===== src/rtl/phy_bank_pkg.sv =====
package phy_bank_pkg;

    localparam int unsigned REG_W    = 16;
    localparam int unsigned BUS_W    = 2 * REG_W;
    localparam int unsigned N_LANES  = 4;
    localparam int unsigned N_CTRL_D = 12;

    // word indices whose fields leave as named ports
    localparam int unsigned IDX_PWR  = 0;
    localparam int unsigned IDX_DIV  = 1;
    localparam int unsigned IDX_CLK  = 2;
    localparam int unsigned IDX_SSC  = 6;

    // field positions
    localparam int unsigned IDLE_LSB  = 8;
    localparam int unsigned LPD_LSB   = 4;
    localparam int unsigned IDDQ_BIT  = 1;
    localparam int unsigned PLLPD_BIT = 0;
    localparam int unsigned FBDIV_W   = 15;
    localparam int unsigned TERM_LSB  = 8;
    localparam int unsigned TERM_W    = 3;
    localparam int unsigned RATE_LSB  = 4;
    localparam int unsigned RATE_W    = 2;
    localparam int unsigned RDIV_W    = 4;
    localparam int unsigned SDEP_LSB  = 12;
    localparam int unsigned SDEP_W    = 4;
    localparam int unsigned SEN_BIT   = 11;
    localparam int unsigned SCNT_W    = 10;

    localparam int unsigned STS_PLL_OFS = 'h30;
    localparam int unsigned STS_EXT_OFS = 'h34;

    typedef enum logic [1:0] {
        RGN_NONE = 2'd0,
        RGN_CTRL = 2'd1,
        RGN_PLL  = 2'd2,
        RGN_EXT  = 2'd3
    } region_e;

    typedef struct packed {
        logic [REG_W-1:0] en;
        logic [REG_W-1:0] val;
    } mwrite_t;

    function automatic logic [REG_W-1:0] merge_bits(
        input logic [REG_W-1:0] old_w,
        input mwrite_t          req
    );
        return (old_w & ~req.en) | (req.val & req.en);
    endfunction

    // power word starts with every lane idle and powered down, PLL down
    function automatic logic [REG_W-1:0] ctrl_reset(input int unsigned idx);
        logic [REG_W-1:0] v;
        v = '0;
        if (idx == IDX_PWR) begin
            v[IDLE_LSB +: N_LANES] = '1;
            v[LPD_LSB  +: N_LANES] = '1;
            v[PLLPD_BIT]           = 1'b1;
        end
        return v;
    endfunction

endpackage


===== src/rtl/bank_addr_dec.sv =====
module bank_addr_dec
    import phy_bank_pkg::*;
#(
    parameter int unsigned ADDR_W = 8,
    parameter int unsigned N_CTRL = N_CTRL_D
) (
    input  logic [ADDR_W-1:0] addr_i,
    output region_e           region_o,
    output logic [N_CTRL-1:0] sel_o
);
    localparam logic [ADDR_W-1:0] PLL_A = ADDR_W'(STS_PLL_OFS);
    localparam logic [ADDR_W-1:0] EXT_A = ADDR_W'(STS_EXT_OFS);

    for (genvar k = 0; k < N_CTRL; k++) begin : g_hit
        localparam logic [ADDR_W-1:0] OFS = ADDR_W'(4 * k);
        assign sel_o[k] = (addr_i == OFS);
    end

    always_comb begin
        if (|sel_o)
            region_o = RGN_CTRL;
        else if (addr_i == PLL_A)
            region_o = RGN_PLL;
        else if (addr_i == EXT_A)
            region_o = RGN_EXT;
        else
            region_o = RGN_NONE;
    end
endmodule


===== src/rtl/bank_ctl_word.sv =====
module bank_ctl_word
    import phy_bank_pkg::*;
#(
    parameter logic [REG_W-1:0] RST_VAL = '0
) (
    input  logic             clk,
    input  logic             rst,
    input  logic             we_i,
    input  mwrite_t          req_i,
    output logic [REG_W-1:0] q_o
);
    always_ff @(posedge clk) begin
        if (rst)
            q_o <= RST_VAL;
        else if (we_i)
            q_o <= merge_bits(q_o, req_i);
    end
endmodule


===== src/rtl/bank_sts_cap.sv =====
module bank_sts_cap
    import phy_bank_pkg::*;
(
    input  logic             clk,
    input  logic             rst,
    input  logic             pll_ready_i,
    input  logic [REG_W-1:0] ext_i,
    output logic [REG_W-1:0] pll_word_o,
    output logic [REG_W-1:0] ext_word_o
);
    always_ff @(posedge clk) begin
        if (rst) begin
            pll_word_o <= '0;
            ext_word_o <= '0;
        end else begin
            pll_word_o <= {{(REG_W-1){1'b0}}, pll_ready_i};
            ext_word_o <= ext_i;
        end
    end
endmodule


===== src/rtl/phy_ctl_bank.sv =====
module phy_ctl_bank
    import phy_bank_pkg::*;
#(
    parameter int unsigned ADDR_W = 8,
    parameter int unsigned N_CTRL = N_CTRL_D
) (
    input  logic                    clk,
    input  logic                    rst,
    input  logic                    bus_wr_i,
    input  logic                    bus_rd_i,
    input  logic [ADDR_W-1:0]       bus_addr_i,
    input  logic [BUS_W-1:0]        bus_wdata_i,
    output logic [BUS_W-1:0]        bus_rdata_o,
    input  logic                    pll_ready_i,
    input  logic [REG_W-1:0]        phy_sts_i,
    output logic [N_LANES-1:0]      lane_idle_o,
    output logic [N_LANES-1:0]      lane_pd_o,
    output logic                    iddq_en_o,
    output logic                    pll_pd_o,
    output logic [FBDIV_W-1:0]      pll_fbdiv_o,
    output logic [TERM_W-1:0]       tx_term_o,
    output logic [RATE_W-1:0]       rate_sel_o,
    output logic [RDIV_W-1:0]       ref_div_o,
    output logic [SDEP_W-1:0]       ssc_depth_o,
    output logic                    ssc_en_o,
    output logic [SCNT_W-1:0]       ssc_cnt_o,
    output logic [N_CTRL*REG_W-1:0] ctrl_words_o
);
    region_e           region;
    logic [N_CTRL-1:0] sel;
    mwrite_t           req;
    logic [REG_W-1:0]  ctrl_q [N_CTRL];
    logic [REG_W-1:0]  pll_word;
    logic [REG_W-1:0]  ext_word;
    logic [REG_W-1:0]  rd_word;

    assign req = mwrite_t'(bus_wdata_i);

    bank_addr_dec #(.ADDR_W(ADDR_W), .N_CTRL(N_CTRL)) u_dec (
        .addr_i   (bus_addr_i),
        .region_o (region),
        .sel_o    (sel)
    );

    for (genvar k = 0; k < N_CTRL; k++) begin : g_word
        bank_ctl_word #(.RST_VAL(ctrl_reset(k))) u_word (
            .clk   (clk),
            .rst   (rst),
            .we_i  (bus_wr_i && sel[k]),
            .req_i (req),
            .q_o   (ctrl_q[k])
        );
        assign ctrl_words_o[k*REG_W +: REG_W] = ctrl_q[k];
    end

    bank_sts_cap u_sts (
        .clk         (clk),
        .rst         (rst),
        .pll_ready_i (pll_ready_i),
        .ext_i       (phy_sts_i),
        .pll_word_o  (pll_word),
        .ext_word_o  (ext_word)
    );

    always_comb begin
        rd_word = '0;
        unique case (region)
            RGN_CTRL: begin
                for (int k = 0; k < N_CTRL; k++)
                    if (sel[k]) rd_word = ctrl_q[k];
            end
            RGN_PLL:  rd_word = pll_word;
            RGN_EXT:  rd_word = ext_word;
            default:  rd_word = '0;
        endcase
    end

    always_ff @(posedge clk) begin
        if (rst)
            bus_rdata_o <= '0;
        else if (bus_rd_i)
            bus_rdata_o <= {{REG_W{1'b0}}, rd_word};
    end

    assign lane_idle_o = ctrl_q[IDX_PWR][IDLE_LSB +: N_LANES];
    assign lane_pd_o   = ctrl_q[IDX_PWR][LPD_LSB  +: N_LANES];
    assign iddq_en_o   = ctrl_q[IDX_PWR][IDDQ_BIT];
    assign pll_pd_o    = ctrl_q[IDX_PWR][PLLPD_BIT];
    assign pll_fbdiv_o = ctrl_q[IDX_DIV][0 +: FBDIV_W];
    assign tx_term_o   = ctrl_q[IDX_CLK][TERM_LSB +: TERM_W];
    assign rate_sel_o  = ctrl_q[IDX_CLK][RATE_LSB +: RATE_W];
    assign ref_div_o   = ctrl_q[IDX_CLK][0 +: RDIV_W];
    assign ssc_depth_o = ctrl_q[IDX_SSC][SDEP_LSB +: SDEP_W];
    assign ssc_en_o    = ctrl_q[IDX_SSC][SEN_BIT];
    assign ssc_cnt_o   = ctrl_q[IDX_SSC][0 +: SCNT_W];
endmodule


===== config.mk =====
export PLATFORM = sky130hd
export DESIGN_NAME = phy_ctl_bank
export DESIGN_NICKNAME = d
export VERILOG_FILES = /design/src/rtl/phy_bank_pkg.sv /design/src/rtl/bank_addr_dec.sv /design/src/rtl/bank_ctl_word.sv /design/src/rtl/bank_sts_cap.sv /design/src/rtl/phy_ctl_bank.sv
export SDC_FILE = /design/constraint.sdc
export NUM_CORES = 1
export LEC_CHECK = 0
export CAP_MARGIN = 25
export CORE_ASPECT_RATIO = 1.4
export CORE_MARGIN = 5
export CORE_UTILIZATION = 26
export CTS_CLUSTER_SIZE = 16
export DETAILED_ROUTE_END_ITERATION = 10
export DONT_BUFFER_PORTS = 1
export MAX_ROUTING_LAYER = met4
export PLACE_DENSITY_LB_ADDON = 0.3
export SLEW_MARGIN = 20
export SYNTH_ARGS = -nofsm -noshare
export SYNTH_HDL_FRONTEND = slang
export SYNTH_SLANG_ARGS = --single-unit

===== constraint.sdc =====
create_clock -name clk -period 2.5 [get_ports clk]
set_input_delay 0.25 -clock clk [delete_from_list [all_inputs] [get_ports clk]]
set_output_delay 0.25 -clock clk [all_outputs]
set_load 0.01 [all_outputs]

# Word level (Yosys, flattened, before mapping)
# Index checks and enable logic that the tools add are counted.
# W data, S select, Z words.
# classes
n_bitwise,26
n_reduce_logical,14
muxes,16
n_eq_ne,16
# op_table
operator,count
$and A16 B16 Y16,13
$mux W16,12
$or A16 B16 Y16,12
$eq A8 B6 Y1 const B,6
$pmux W16 S3,1
$eq A8 B5 Y1 const B,4
$eq A8 B4 Y1 const B,2
$not A16 Y16,1
$logic_and A1 B1 Y1,12
$reduce_or A12 Y1,1
$eq A8 B3 Y1 const B,1
$logic_not A8 Y1,1
$mux W2,3
$eq A2 B2 Y1 const B,2
$eq A2 B1 Y1 const B,1
# totals
register_bits,240
output_inout_bits,273
input_bits,61

# Depth between registers and ports, before layout
# depth
ltp_word,14
depth_mapped,9
mapped_depth_nobuf,5

# Cells and area by module
# From an unflattened synthesis, not the netlist that was laid out.
# hier_totals
cells_unflattened,1321
hier_area_um2,12509.5
# modules_own_cells
module,cells_each,area_per_inst_um2,n_inst,seq_area_each_um2
bank_ctl_word at g_word[10].u_word ...,69,710.7,11,320.3
phy_ctl_bank,428,3299.4,1,320.3
bank_ctl_word at g_word[0].u_word,59,640.6,1,320.3
bank_sts_cap,51,591.8,1,340.3
bank_addr_dec,24,160.2,1,0.0

# Worst setup path before layout
# OpenSTA, ideal clock, no wires.
# synth_timing
path_type,input-to-reg
start,input port bus_addr_i[0]
end,register bus_rdata_o[4]
t_arrival_ps,1849
n_path_buf,2
stages,7
setup_slack_ps,533
setup_time_ps,119
path_cell_list,buf_2 -> or4_1 -> buf_4 -> or3_1 -> o22ai_1 -> a31oi_1 -> o221a_1
# synth_between
elab_chain_len,14
word_cells_on_any_way,34
# synth_lines
item,line_no,rtl
start: declaration,phy_ctl_bank.sv:11,"input logic [ADDR_W-1:0] bus_addr_i,"
$logic_not A8 Y1,bank_addr_dec.sv:16,assign sel_o[k] = (addr_i == OFS);
$mux W16 (12 in a row),phy_ctl_bank.sv:70,if (sel[k]) rd_word = ctrl_q[k];
$pmux W16 S3 (*),phy_ctl_bank.sv:67,unique case (region)
end signal: assignment,phy_ctl_bank.sv:82,"bus_rdata_o <= {{REG_W{1'b0}}, rd_word};"
end: declaration,phy_ctl_bank.sv:13,"output logic [BUS_W-1:0] bus_rdata_o,"
# Every way passes the cells marked *; elsewhere a longest branch is shown, timed or not.
# A chain may end at the register's enable or synchronous reset.

==> summary.md <==
| Metric | Value |
|---|---|
| Status | finished clean |
| Buffers on Ports | 0 |
| Peak VDD IR | 0.3648 mV |
| Critical path required time | 2.99 ns |
| R2r endpoint | bus_rdata_o[12]$_SDFFE_PP0P_ |
| Antenna diodes | 0 |
| Worst-Margin Slew | 0.9343 ns |
| Switch share | 0.2458 |
| Worst EP arrival | 2.84 ns |
| Post-synth ARST share | 0 |
| # fillers | 4672 |
| Seq/Total Area, Yosys | 0.3849 |
| RSZ-0062 raised after global routing | false |
| Clock group share of total power | 0.477 |
| PwrDens | 555.6 nW/um^2 |
| Placed cell area | 11640 um^2 |
| Leak | 4.731 nW |
| Reg power frac | 0.466 |
| Synth-to-Final Area Change | 19.23% |
| Die Ht | 261.0 um |
| Drt wl/cell | 24.85 um |
| Final setup violation count | 0 |
| Routed WL | 53480 um |
| CTS Root Cell | clkbuf_16 |
| Latest clock arrival within the worst-skew pair | 0.55 ns |
| Cts bufs inserted | 23 |
| Antenna violations before repair | 0 |
| GP Congestion | 0.8809 |
| Post-synth EDFFs | 0 |
| DRT antenna net count | 0 |
| Final Skew | 0.01752 ns |
| Row Count | 92 |
| Synth Warn # | 0 |
| P_int | 5.845 mW |
| Setup crit end kind | flop |
| Most used DFF post-synth | dfxtp_1 |
| Design Area, Final | 13950 um^2 |
| Average size of a mapped cell | 7.501 um^2 |
| Max clock buf depth | 3 |
| Pin count of the biggest net entering global routing | 127 |
| Overall power | 7.751 mW |
| R2R depth | 5 |
| Post-Syn Instances | 1560 |
| Setup TNS Final | 0 ns |
| H-tree Lvls | 1 |
| Tmin final | 2.349 ns |
| Worst Hold Path EP | bus_rdata_o[9]$_SDFFE_PP0P_ |
| Setup crit start kind | primary input |
| Layout cells sized above 1 | 0.07494 |
| DR vias/cell | 5.448 |
| Core region area | 44780 um^2 |
| CTS tree | built |
| HP Class | in2reg |
| Min-delay src | bus_rd_i |
| Flops & latches, synth | 225 |
| Iter 0 DRT Violations | 982 |
| Net Sw Power | 1.905 mW |
| Fmax | 0.4257 GHz |
| CTS Sinks | 225 |
| Final slew viol count | 0 |
| Ports | 334 |
| Synth top area cells | dfxtp_1 38%, nand2_1 13%, nand3_1 8.3% |
| Nets | 1633 |
| Hold-critical path depth | 3 |
| Commonest cells post-synth | 395 x nand2_1, 225 x dfxtp_1, 193 x nand3_1, 190 x a21oi_1, 91 x clkbuf_1 |
| DIE AREA | 49410 um^2 |
| All-Layer GR Usage | 0.2099 |
| Critical-path maximum fanout | 20 |
| Die W | 189.3 um |
| Synth cell types | 67 |
| Final worst-path cycle share | 0.9397 |
| Dominant cell type by area after synthesis | dfxtp_1 |
| GRT overflow | 0 |
| WS Path Type | in2reg |
| Post-synth top area share | 0.3849 |
| Vias in the first global route | 11080 |
| First-pass GRT wire length | 76740 um |
| Slew headroom | 0.3751 |
| Drt drc | 0 |
| Setup Fix Bufs, Post-CTS | 0 |
| Pre-antenna DRT Iters | 6 |
| Via count | 11730 |
| Max cap viols | 0 |
| Most common cell in the netlist | nand2_1 |
| CTS clk-pin slew, worst paths | 0.07 ns |
| DPL Wire Length | 36530 um |
| Combinational Power Share | 0.057 |
| Reg2Reg Setup Slack | 0.52 ns |
| Synth Cell Area | 11700 um^2 |
| Final Hold Viols | 0 |
| Starting density of the core | 0.2613 |
[metal layers]
layer | global-route usage | routed length [um] | up-vias
li1 | - | - | 5350
met1 | 0.2278 | 19370 | 5693
met2 | 0.3323 | 24840 | 539
met3 | 0.08653 | 6140 | 143
met4 | 0.1066 | 3138 | 0
met5 | - | 0 | -
[timing repair]
action	4_1_cts	5_1_grt
hold endpoints to repair	216	0
setup endpoints to repair	0	6
gates resized for setup	0	2
hold buffers	151	0
[critical path: stages]
cell and delay (ns):
or4b_4 0.64, nor3_4 0.21, buf_4 0.28, nand3_1 0.12, dlygate4sd3_1 0.59, a21oi_1 0.14, dlygate4sd3_1 0.58
[worst max-delay path by stage]
stage	startpoint	end	slack, ns	cells past startpoint
6_report	bus_addr_i[7]	flop	0.15	7
5_1_grt	bus_addr_i[7]	flop	0.06	7
4_1_cts	bus_addr_i[7]	flop	0.02	7
3_5_place_dp	bus_addr_i[1]	bus_rdata_o[7]$_SDFFE_PP0P_	0.15	5
3_3_place_gp	bus_addr_i[1]	bus_rdata_o[15]$_SDFFE_PP0P_	0.27	5
2_1_floorplan	bus_addr_i[0]	bus_rdata_o[4]$_SDFFE_PP0P_	0.53	7
[cells in the final DEF (no fill, tap or decap), drive strengths merged, types with 21 or more instances in the layout]
cell type	count
nand3	193
clkbuf	27
dlygate4sd3	150
o21ai	28
buf	38
mux2i	41
nand2	395
a21oi	190
dfxtp	225
nor2	47
nor3	21
[power groups by stage]
stage	Clock, mW	Sequential [mW]	Combinational [mW]
finish	3.70	3.61	0.439
global route	3.87	3.61	0.459
floorplan	0	3.69	0.371
CTS	3.75	3.61	0.431
global placement	0	3.70	0.236
detailed placement	0	3.69	0.236
[per-stage QoR]
| stage | utilization | cells | hold slack [ns] | worst slack (ns) |
|---|---|---|---|---|
| floorplan | - | 1575 | 0.3782 | 0.5325 |
| global placement | 0.2599 | 1960 | 0.3499 | 0.2693 |
| detailed placement | 0.2599 | 1960 | 0.3436 | 0.1474 |
| CTS | 0.3114 | 2152 | 0.002001 | 0.02322 |
| global route | 0.3116 | 2152 | 0.03736 | 0.06224 |
| finish | 0.3116 | 2152 | 0.02508 | 0.1507 |
[kinds of logic after synthesis]
logic type	Yosys count	synth area share
muxes	55	0.05528
and+or+nand+nor	723	0.2840
buffers and inverters	226	0.1005
other	1	0.0003205
AOI/OAI and AO/OA	330	0.1749
DFF	225	0.3849
[final cells by class]
type                            count  area [um^2]  area share
Multi-Input combinational cell   1124         6121      0.4387
Sequential cell                   225         4504      0.3229
Timing Repair Buffer              188         1807      0.1295
Tap cell                          564        705.7     0.05058
Clock buffer                       27        620.6     0.04448
Clock inverter                     14        155.1     0.01112
Inverter                           10        37.54    0.002691
Note: power is estimated with default switching activity, not from simulation.
